`src/rtl/fmtsw_pkg.sv`:
```
`timescale 1ns/1ps
package fmtsw_pkg;

  // Strobes from the mode controller to the formatless datapath
  typedef struct packed {
    logic enterFmt;   // one-cycle: switch bit being set, load shifter
    logic abortByte;  // one-cycle: automatic return, drop partial byte
    logic fmtActive;  // level: formatless mode active
    logic txDir;      // level: 1 transmit, 0 receive
  } modeStrobes_t;

endpackage

```
`src/rtl/fmtsw_sync.sv`:
```
`timescale 1ns/1ps
module fmtsw_sync #(
  parameter int              W       = 3,
  parameter int              STAGES  = 2,
  parameter logic [W-1:0]    RST_VAL = '0
) (
  input  logic         clk,
  input  logic         rstN,
  input  logic [W-1:0] rawIn,
  output logic [W-1:0] syncOut
);

  logic [W-1:0] stage [STAGES];

  always_ff @(posedge clk) begin
    if (!rstN) begin
      for (int i = 0; i < STAGES; i++) stage[i] <= RST_VAL;
    end else begin
      stage[0] <= rawIn;
      for (int i = 1; i < STAGES; i++) stage[i] <= stage[i-1];
    end
  end

  assign syncOut = stage[STAGES-1];

endmodule

```
`src/rtl/fmtsw_ctrl.sv`:
```
`timescale 1ns/1ps
module fmtsw_ctrl
  import fmtsw_pkg::*;
(
  input  logic         clk,
  input  logic         rstN,
  input  logic         regWrEn,
  input  logic         wrSwitch,
  input  logic         wrDir,
  input  logic         sclSync,
  input  logic         i2cAddrSeen,
  output logic         switchBit,
  output logic         dirBit,
  output logic         addrWait,
  output logic         sclFall,
  output modeStrobes_t strobes
);

  logic sclPrev;
  logic autoExit;
  logic enterReq;

  always_ff @(posedge clk) begin
    if (!rstN) sclPrev <= 1'b1;
    else       sclPrev <= sclSync;
  end

  assign sclFall  = sclPrev & ~sclSync;
  assign autoExit = switchBit & sclFall;
  assign enterReq = regWrEn & wrSwitch & ~switchBit;

  always_ff @(posedge clk) begin
    if (!rstN) begin
      switchBit <= 1'b0;
      dirBit    <= 1'b0;
      addrWait  <= 1'b1;
    end else if (autoExit) begin
      // return to slave mode, receive, wait for address
      switchBit <= 1'b0;
      dirBit    <= 1'b0;
      addrWait  <= 1'b1;
    end else begin
      if (regWrEn && !switchBit) begin
        switchBit <= wrSwitch;
        dirBit    <= wrDir;
      end
      if (!switchBit && (enterReq || i2cAddrSeen)) addrWait <= 1'b0;
    end
  end

  assign strobes.enterFmt  = enterReq;
  assign strobes.abortByte = autoExit;
  assign strobes.fmtActive = switchBit;
  assign strobes.txDir     = dirBit;

endmodule

```
`src/rtl/fmtsw_datapath.sv`:
```
`timescale 1ns/1ps
module fmtsw_datapath
  import fmtsw_pkg::*;
#(
  parameter int DATA_W = 8
) (
  input  logic              clk,
  input  logic              rstN,
  input  modeStrobes_t      strobes,
  input  logic              fclkSync,
  input  logic              sdaSync,
  input  logic [DATA_W-1:0] txByte,
  input  logic              i2cSdaLow,
  input  logic              i2cSclLow,
  output logic [DATA_W-1:0] rxByte,
  output logic              byteDone,
  output logic              sdaDriveLow,
  output logic              sclDriveLow
);

  localparam int               CNT_W = $clog2(DATA_W + 1);
  localparam logic [CNT_W-1:0] LAST  = CNT_W'(DATA_W - 1);

  logic              fclkPrev;
  logic              fRise;
  logic              fFall;
  logic [DATA_W-1:0] shiftReg;
  logic [CNT_W-1:0]  bitCnt;
  logic [DATA_W-1:0] shiftedIn;

  always_ff @(posedge clk) begin
    if (!rstN) fclkPrev <= 1'b0;
    else       fclkPrev <= fclkSync;
  end

  assign fRise     = ~fclkPrev & fclkSync;
  assign fFall     = fclkPrev & ~fclkSync;
  assign shiftedIn = {shiftReg[DATA_W-2:0], sdaSync};

  always_ff @(posedge clk) begin
    if (!rstN) begin
      shiftReg <= '0;
      bitCnt   <= '0;
      rxByte   <= '0;
      byteDone <= 1'b0;
    end else begin
      byteDone <= 1'b0;
      if (strobes.enterFmt) begin
        shiftReg <= txByte;
        bitCnt   <= '0;
      end else if (strobes.abortByte || !strobes.fmtActive) begin
        bitCnt <= '0;
      end else if (!strobes.txDir && fRise) begin
        shiftReg <= shiftedIn;
        if (bitCnt == LAST) begin
          bitCnt   <= '0;
          rxByte   <= shiftedIn;
          byteDone <= 1'b1;
        end else begin
          bitCnt <= bitCnt + CNT_W'(1);
        end
      end else if (strobes.txDir && fFall) begin
        if (bitCnt == LAST) begin
          bitCnt   <= '0;
          shiftReg <= txByte;
          byteDone <= 1'b1;
        end else begin
          bitCnt   <= bitCnt + CNT_W'(1);
          shiftReg <= {shiftReg[DATA_W-2:0], 1'b0};
        end
      end
    end
  end

  assign sdaDriveLow = strobes.fmtActive ? (strobes.txDir & ~shiftReg[DATA_W-1]) : i2cSdaLow;
  assign sclDriveLow = strobes.fmtActive ? 1'b0 : i2cSclLow;

endmodule

```
`src/rtl/serial_mode_switch.sv`:
```
`timescale 1ns/1ps
module serial_mode_switch
  import fmtsw_pkg::*;
#(
  parameter int DATA_W      = 8,
  parameter int SYNC_STAGES = 2
) (
  input  logic              clk,
  input  logic              rstN,
  input  logic              regWrEn,
  input  logic              regWrSwitch,
  input  logic              regWrDir,
  output logic              rdSwitch,
  output logic              rdDir,
  output logic              rdFmtMode,
  output logic              rdAddrWait,
  input  logic              i2cAddrSeen,
  input  logic              i2cSclLow,
  input  logic              i2cSdaLow,
  input  logic              sclIn,
  input  logic              sdaIn,
  input  logic              fmtClkIn,
  output logic              sclDriveLow,
  output logic              sdaDriveLow,
  input  logic [DATA_W-1:0] txByte,
  output logic [DATA_W-1:0] rxByte,
  output logic              byteDone
);

  logic [2:0]   pinSync;
  logic         switchBit;
  logic         dirBit;
  logic         addrWait;
  logic         sclFall;
  modeStrobes_t strobes;

  fmtsw_sync #(.W(3), .STAGES(SYNC_STAGES), .RST_VAL(3'b110)) sync_i (
    .clk     (clk),
    .rstN    (rstN),
    .rawIn   ({sclIn, sdaIn, fmtClkIn}),
    .syncOut (pinSync)
  );

  fmtsw_ctrl ctrl_i (
    .clk         (clk),
    .rstN        (rstN),
    .regWrEn     (regWrEn),
    .wrSwitch    (regWrSwitch),
    .wrDir       (regWrDir),
    .sclSync     (pinSync[2]),
    .i2cAddrSeen (i2cAddrSeen),
    .switchBit   (switchBit),
    .dirBit      (dirBit),
    .addrWait    (addrWait),
    .sclFall     (sclFall),
    .strobes     (strobes)
  );

  fmtsw_datapath #(.DATA_W(DATA_W)) dp_i (
    .clk         (clk),
    .rstN        (rstN),
    .strobes     (strobes),
    .fclkSync    (pinSync[0]),
    .sdaSync     (pinSync[1]),
    .txByte      (txByte),
    .i2cSdaLow   (i2cSdaLow),
    .i2cSclLow   (i2cSclLow),
    .rxByte      (rxByte),
    .byteDone    (byteDone),
    .sdaDriveLow (sdaDriveLow),
    .sclDriveLow (sclDriveLow)
  );

  assign rdSwitch   = switchBit;
  assign rdDir      = dirBit;
  assign rdFmtMode  = switchBit;
  assign rdAddrWait = addrWait;

endmodule

```
`config.mk`:
```
export PLATFORM = sky130hd
export DESIGN_NAME = serial_mode_switch
export DESIGN_NICKNAME = d
export VERILOG_FILES = /design/src/rtl/fmtsw_pkg.sv /design/src/rtl/fmtsw_sync.sv /design/src/rtl/fmtsw_ctrl.sv /design/src/rtl/fmtsw_datapath.sv /design/src/rtl/serial_mode_switch.sv
export SDC_FILE = /design/constraint.sdc
export NUM_CORES = 1
export LEC_CHECK = 0
export ABC_AREA = 1
export CORE_UTILIZATION = 37
export DETAILED_ROUTE_END_ITERATION = 10
export SLEW_MARGIN = 20
export SYNTH_ARGS = -nofsm -noshare
export SYNTH_HDL_FRONTEND = slang
export SYNTH_SLANG_ARGS = --single-unit
```
`constraint.sdc`:
```
create_clock -name clk -period 1.6 [get_ports clk]
set_input_delay 0.4 -clock clk [delete_from_list [all_inputs] [get_ports clk]]
set_output_delay 0.4 -clock clk [all_outputs]
set_load 0.02 [all_outputs]
```
==> results of run 1 <==
==> power breakdown <==
group	total [mW]	internal, mW	switching [mW]
Combinational	0.230	0.119	0.111
Sequential	0.848	0.828	0.0203
Clock	0.571	0.295	0.276
Total	1.65	1.24	0.407
==> synthesized netlist by cell type, types with 2 or more instances <==
cell type / count / area (µm²)
nand2_4: 4 / 45.04
buf_2: 2 / 10.01
inv_1: 11 / 41.29
nand3_1: 13 / 65.06
inv_2: 3 / 11.26
a21boi_1: 8 / 60.06
or2_2: 4 / 25.02
buf_4: 2 / 15.01
nor2_4: 2 / 22.52
nand3b_1: 7 / 52.55
a21oi_1: 3 / 15.01
nor2_1: 41 / 153.9
nand2_2: 3 / 18.77
nand2_1: 31 / 116.4
dfxtp_1: 32 / 640.6
o21ai_0: 12 / 60.06
==> cell families after synthesis <==
family                   Yosys count
AND/OR/NAND/NOR                  109
buffers and inverters             20
flip-flops                        32
adder cells (fa/ha/maj)            1
AO/OA/AOI/OAI                     25
==> layout by cell type (no fill, tap or decap), types with 2 or more instances in the layout <==
cell	n
a21oi_1	3
nor2_4	2
or2_2	4
nor2_1	41
inv_1	11
nand2_2	3
o21ai_0	12
inv_2	3
clkdlybuf4s50_1	18
dlygate4sd2_1	12
nand2_4	4
buf_2	2
a21boi_1	8
buf_4	6
nand3b_1	7
dfxtp_1	32
nand2_1	31
nand3_1	13
clkbuf_8	5
==> critical path: stages <==
cell and delay, ns:
clkdlybuf4s50_1 0.45, inv_1 0.03, nor2_1 0.07, buf_2 0.16
==> registers in the layout (all words and copies together) (netlist names) <==
name and cells:
dp_i.rxByte 8, dp_i.shiftReg 8, sync_i.stage 6, dp_i.bitCnt 4
ctrl_i.addrWait 1, ctrl_i.dirBit 1, ctrl_i.sclPrev 1, ctrl_i.switchBit 1
dp_i.byteDone 1, dp_i.fclkPrev 1
==> through the flow <==
| stage | TNS [ns] | setup slack [ns] |
|---|---|---|
| finish | 0 | 0.08620 |
| global route | 0 | 0.01383 |
| CTS | 0 | 0.02258 |
| detailed placement | -0.8163 | -0.3600 |
| global placement | -0.7854 | -0.3622 |
| floorplan | 0 | 0.3568 |
==> path summary, 6_finish.rpt <==
path	startpoint	end	slack, ns	cells after the start
max	i2cSclLow	sclDriveLow	0.09	4
min	sync_i.stage[0][0]	sync_i.stage[0][3]	0.41	2
max reg2reg	ctrl_i.dirBit	dp_i.shiftReg[4]	0.23	9
min reg2reg	sync_i.stage[0][0]	sync_i.stage[0][3]	0.41	2
==> routing by layer <==
metal  up-vias  global-route usage [%]
met5         -                       0
met4         0                   8.333
met3         5                   4.464
met2        35                   27.79
met1       560                   18.15
li1        677                       -
==> final cells by class <==
cell class / count / area (µm²) / area share (%)
clock buffers: 6 / 72.57 / 3.821
clock inverters: 1 / 5.005 / 0.2635
inverters: 14 / 52.55 / 2.767
multi-input cells: 135 / 695.7 / 36.63
flip-flops and latches: 32 / 640.6 / 33.73
well taps: 48 / 60.06 / 3.162
repair buffers: 40 / 372.9 / 19.63
==> metrics.md, run 1 <==
| Metric | Value |
|---|---|
| Max clock buf depth | `2` |
| Total power | `around 1.6 mW` |
| Largest net degree at the start of global routing | `20` |
| Clk slew on worst S/H paths | `about 0.06 ns` |
| Placed cell area | `between 1500 and 2000 µm²` |
| Distinct cells, synth | `25` |
| Pwr dens | `slightly below 900 nW/µm²` |
| # port buffers | `33` |
| Vias per cell | `approximately 4.6` |
| Cell Count, Final, Fillers Out | `276` |
| Root Buffer | `clkbuf_8` |
| DP Cell Count | `about 270` |
| Post-Syn Instances | `between 150 and 200` |
| EDFF count, synth | `0` |
| Synthesis-to-layout area growth | `32.92%` |
| Met2 WL | `1300 µm` |
| Worst hold slack | `0.4121 ns` |
| Die area | `4115 µm²` |
| RSZ-0062 raised after global routing | `no` |
| Post-Synth Adder-Cell Area | `0.8757%` |
| Post-CTS Setup Bufs | `0` |
| Max rail drop VDD | `between 0.4 and 0.5 mV` |
| HPWL after DPL | `roughly 2100 µm` |
| Met1 wire length | `between 1000 and 1500 µm` |
| Final design utilization | `51.49%` |
| Post-DRT Antenna Nets | `0` |
| XOR/XNOR Fraction of Synth Area | `0%` |
| Die Span Y | `between 60 and 70 µm` |
| Count of final hold-check violations | `0` |
| Routed WL per cell | `around 10 µm` |
| Max Cap Viol | `0` |
| Core Box Area | `approximately 3700 µm²` |
| Synth Flop Type | `dfxtp_1` |
| Final min period | `between 1.5 and 2 ns` |
| Compound-Gate Fraction of Synth Area | `between 10% and 20%` |
| Worst min-delay path class | `flip-flop to flip-flop` |
| Initial DRC Count | `39` |
| Final Cell Area | `1899 µm²` |
| Layout fillers | `399` |
| Headroom to the max-slew limit | `about 76%` |
| GRT Overall Usage | `16.17%` |
| IO Pins | `34` |
| Worst setup path class | `input pin to primary output` |
| Initial antenna violation count | `0` |
| H-Tree Depth | `2` |
| Num CTS Buffers | `5` |
| Std-Cell Rows | `22` |
| Synth Net Count | `roughly 210` |
| Die width | `about 64 µm` |
| Startpoint types | `input pin` |
| Initial core utilization | `between 30% and 40%` |
| Vias in the first global route | `between 1000 and 1500` |
| DRT Pass-1 Iters | `4` |
| Post-CTS Hold Fix Bufs | `0` |
| Clk_lat worst skew | `roughly 0.28 ns` |
| Layout cells sized above 1 | `between 10% and 20%` |
| Synth async-reset ratio | `0%` |
| Worst slew pin tran | `around 0.35 ns` |
| Largest family of logic cells by synthesized area | `simple AND/OR/NAND/NOR gates` |
| Tcrit/Tclk final | `94.61%` |
| Pleak | `roughly 0.89 nW` |
| Register area share after synthesis | `between 40 and 50%` |
| CP arrival | `roughly 1.1 ns` |
| CTS tree | `done` |
| Yosys reg bits | `32` |
| Worst path required time | `around 1.2 ns` |
| Synth Area in Simple Gates | `a little under two fifths` |
| Final WL | `approximately 2800 µm` |
| Worst setup EP type | `primary output` |
| Multiplexer area fraction after synthesis | `0%` |
| Synth Cell Area | `between 1000 and 1500 µm²` |
| Global-route wire length before repair | `between 5000 and 6000 µm` |
| Clock Skew | `approximately 0.0026 ns` |
| Final GP Congestion | `between 0.7 and 0.8` |
| Metal3 WL | `roughly 170 µm` |
| Synthesized area per cell | `between 7 and 8 µm²` |
| DRC viols | `0` |
| Top sig layer | `met4` |
| Post-CTS Resized | `20` |
| F_max | `0.6606 GHz` |
| Status | `complete, no violations` |
| Final setup viols | `0` |
| DR vias | `around 1300` |
| Sink Count | `32` |
| Total gr overflow | `0` |
| # nets final | `approximately 250` |
| Crit path max fanout | `1` |
| Diode count | `0` |
| Synthesis Warnings | `0` |
| Max Slew Vio Count | `0` |
Note: power is estimated with default switching activity, not from simulation.
==> inputs of run 2 (changes only) <==
PLACE_DENSITY_LB_ADDON = 0.3   (was default)
==> run 2 against run 1 <==
- maximum frequency shrank 0.62%
- routed wire length down 3.0%
- critical path depth stayed put
- clock power rose by 12%
- hold slack gained 0.0024 ns
- final cell count increased by 0.72%
- global-route usage down 0.23 points
- clock-buffer cell count stayed put
- clock skew increased by 0.0046 ns
- highest routed layer unchanged
==> metrics.md, run 2 (synthesis gave the netlist of run 1 again) <==
| Metric | Value |
|---|---|
| Sink Count | `32` |
| Synthesis-to-layout area growth | `33.71%` |
| Worst setup path class | `input pin to primary output` |
| Max Cap Viol | `0` |
| Core Box Area | `~3700 µm²` |
| Largest stage delay on the critical path | `between 0.4 and 0.5 ns` |
| Largest registers | `dp_i.rxByte (8), dp_i.shiftReg (8), sync_i.stage (6)` |
| Final GP Congestion | `0.7603` |
| CTS tree | `done` |
| Crit path max fanout | `1` |
| Post-DRT Antenna Nets | `0` |
| Vias in the first global route | `roughly 1200` |
| GRT Overall Usage | `15.94%` |
| Die width | `between 60 and 70 µm` |
| CP delay by family, top | `buffers and inverters` |
| Pleak | `0.8950 nW` |
| Clk slew on worst S/H paths | `approximately 0.06 ns` |
| Cell Chain, Critical Path | `clkdlybuf4s50_1 -> inv_1 -> nor2_1 -> buf_2` |
| IO Pins | `34` |
| Largest net degree at the start of global routing | `20` |
| DRT Pass-1 Iters | `4` |
| Post-CTS Setup Bufs | `0` |
| Commonest non-fill, non-tap cell in the layout | `nor2_1` |
| F_max | `between 0.6 and 0.7 GHz` |
| Global-route wire length before repair | `between 4000 and 5000 µm` |
| Cell Count, Final, Fillers Out | `about 280` |
| Worst path required time | `between 1 and 1.5 ns` |
| Root Buffer | `clkbuf_8` |
| RSZ-0062 raised after global routing | `no` |
| Final WL | `between 2000 and 3000 µm` |
| Multi-input combinational cell area | `between 600 and 700 µm²` |
| Total gr overflow | `0` |
| Tcrit/Tclk final | `95.21%` |
| Num CTS Buffers | `5` |
| Die Span Y | `~64 µm` |
| Pwr dens | `around 900 nW/µm²` |
| Count of final hold-check violations | `0` |
| Initial core utilization | `roughly 39%` |
| # nets final | `between 200 and 250` |
| Vias per cell | `~4.5` |
| Commonest non-fill, non-tap cells in the layout | `nor2_1 (41), nand2_1 (31), dfxtp_1 (31)` |
| CP arrival | `around 1.1 ns` |
| DP Cell Count | `270` |
| Clk_lat worst skew | `approximately 0.29 ns` |
| Headroom to the max-slew limit | `between 70% and 80%` |
| Post-CTS Resized | `20` |
| Max clock buf depth | `2` |
| Initial DRC Count | `63` |
| Final min period | `between 1.5 and 2 ns` |
| Routed WL per cell | `about 9.9 µm` |
| Max Slew Vio Count | `0` |
| Std-Cell Rows | `22` |
| Worst slew pin tran | `between 0.3 and 0.4 ns` |
| Post-CTS Hold Fix Bufs | `0` |
| Diode count | `0` |
| Die area | `a little over 4000 µm²` |
| Max rail drop VDD | `approximately 0.53 mV` |
| DRC viols | `0` |
| # port buffers | `33` |
| DR vias | `between 1000 and 1500` |
| Worst setup EP type | `primary output` |
| Register area | `641.9 µm²` |
| Total power | `between 1.5 and 2 mW` |
| Clock Skew | `slightly above 0.007 ns` |
| Layout cells sized above 1 | `between 10% and 20%` |
| Initial antenna violation count | `0` |
| Crit path buf inv count | `3` |
| Startpoint types | `input pin` |
| Final setup viols | `0` |
| H-Tree Depth | `2` |
| Status | `complete, no violations` |
| Layout fillers | `~400` |
| HPWL after DPL | `about 2000 µm` |
| Cell with the largest stage delay on the worst path | `clkdlybuf4s50_1` |
| Worst min-delay path class | `flip-flop to flip-flop` |
[run 2: worst paths after layout]
check	startpoint	endpoint	slack [ns]	depth (start not counted)
setup / recovery	i2cSclLow	sclDriveLow	0.08	4
hold / removal	sync_i.stage[0][2]	sync_i.stage[0][5]	0.41	1
setup reg to reg	ctrl_i.dirBit	dp_i.shiftReg[4]	0.23	9
hold reg to reg	sync_i.stage[0][2]	sync_i.stage[0][5]	0.41	1
[run 2: worst reg2reg max path: cells and delay by family (launching register included)]
family / cells / cell delay [ns]
DFF: 1 / 0.34
and+or+nand+nor: 8 / 0.80
buffers and inverters: 1 / 0.15
[run 2: power breakdown]
group / internal, mW / leakage [nW] / total [mW] / switching (mW)
Combinational: 0.117 / 0.582 / 0.227 / 0.110
Clock: 0.343 / 0.0510 / 0.639 / 0.296
Sequential: 0.828 / 0.262 / 0.848 / 0.0207
[run 2: layout make-up]
class,instances,area share (%)
multi-input combinational,135,36.41
inverter,14,2.750
clock inverter,2,0.5239
timing repair buffer,41,19.25
tap,48,3.143
clock buffer,6,4.322
sequential,32,33.60
[run 2: through the flow]
step                util [%]  TNS, ns  area [µm²]  hold WS (ns)  setup WS (ns)
floorplan                  -        0        1429        0.3905         0.3568
global placement       49.86  -0.7811        1839        0.3975        -0.3618
detailed placement     49.86  -0.8924        1839        0.4005        -0.3675
CTS                    51.70        0        1907        0.4165       0.008133
global route           51.80        0        1911        0.4390        0.02278
finish                 51.80        0        1911        0.4144        0.07670
[run 2: layer usage]
| layer | global-route usage [%] | vias up | wire [µm] |
|---|---|---|---|
| met4 | 5.833 | 0 | 44 |
| met3 | 5.893 | 5 | 151 |
| met1 | 19.01 | 547 | 1309 |
| li1 | - | 679 | - |
| met5 | 0 | - | 0 |
| met2 | 26.06 | 32 | 1241 |
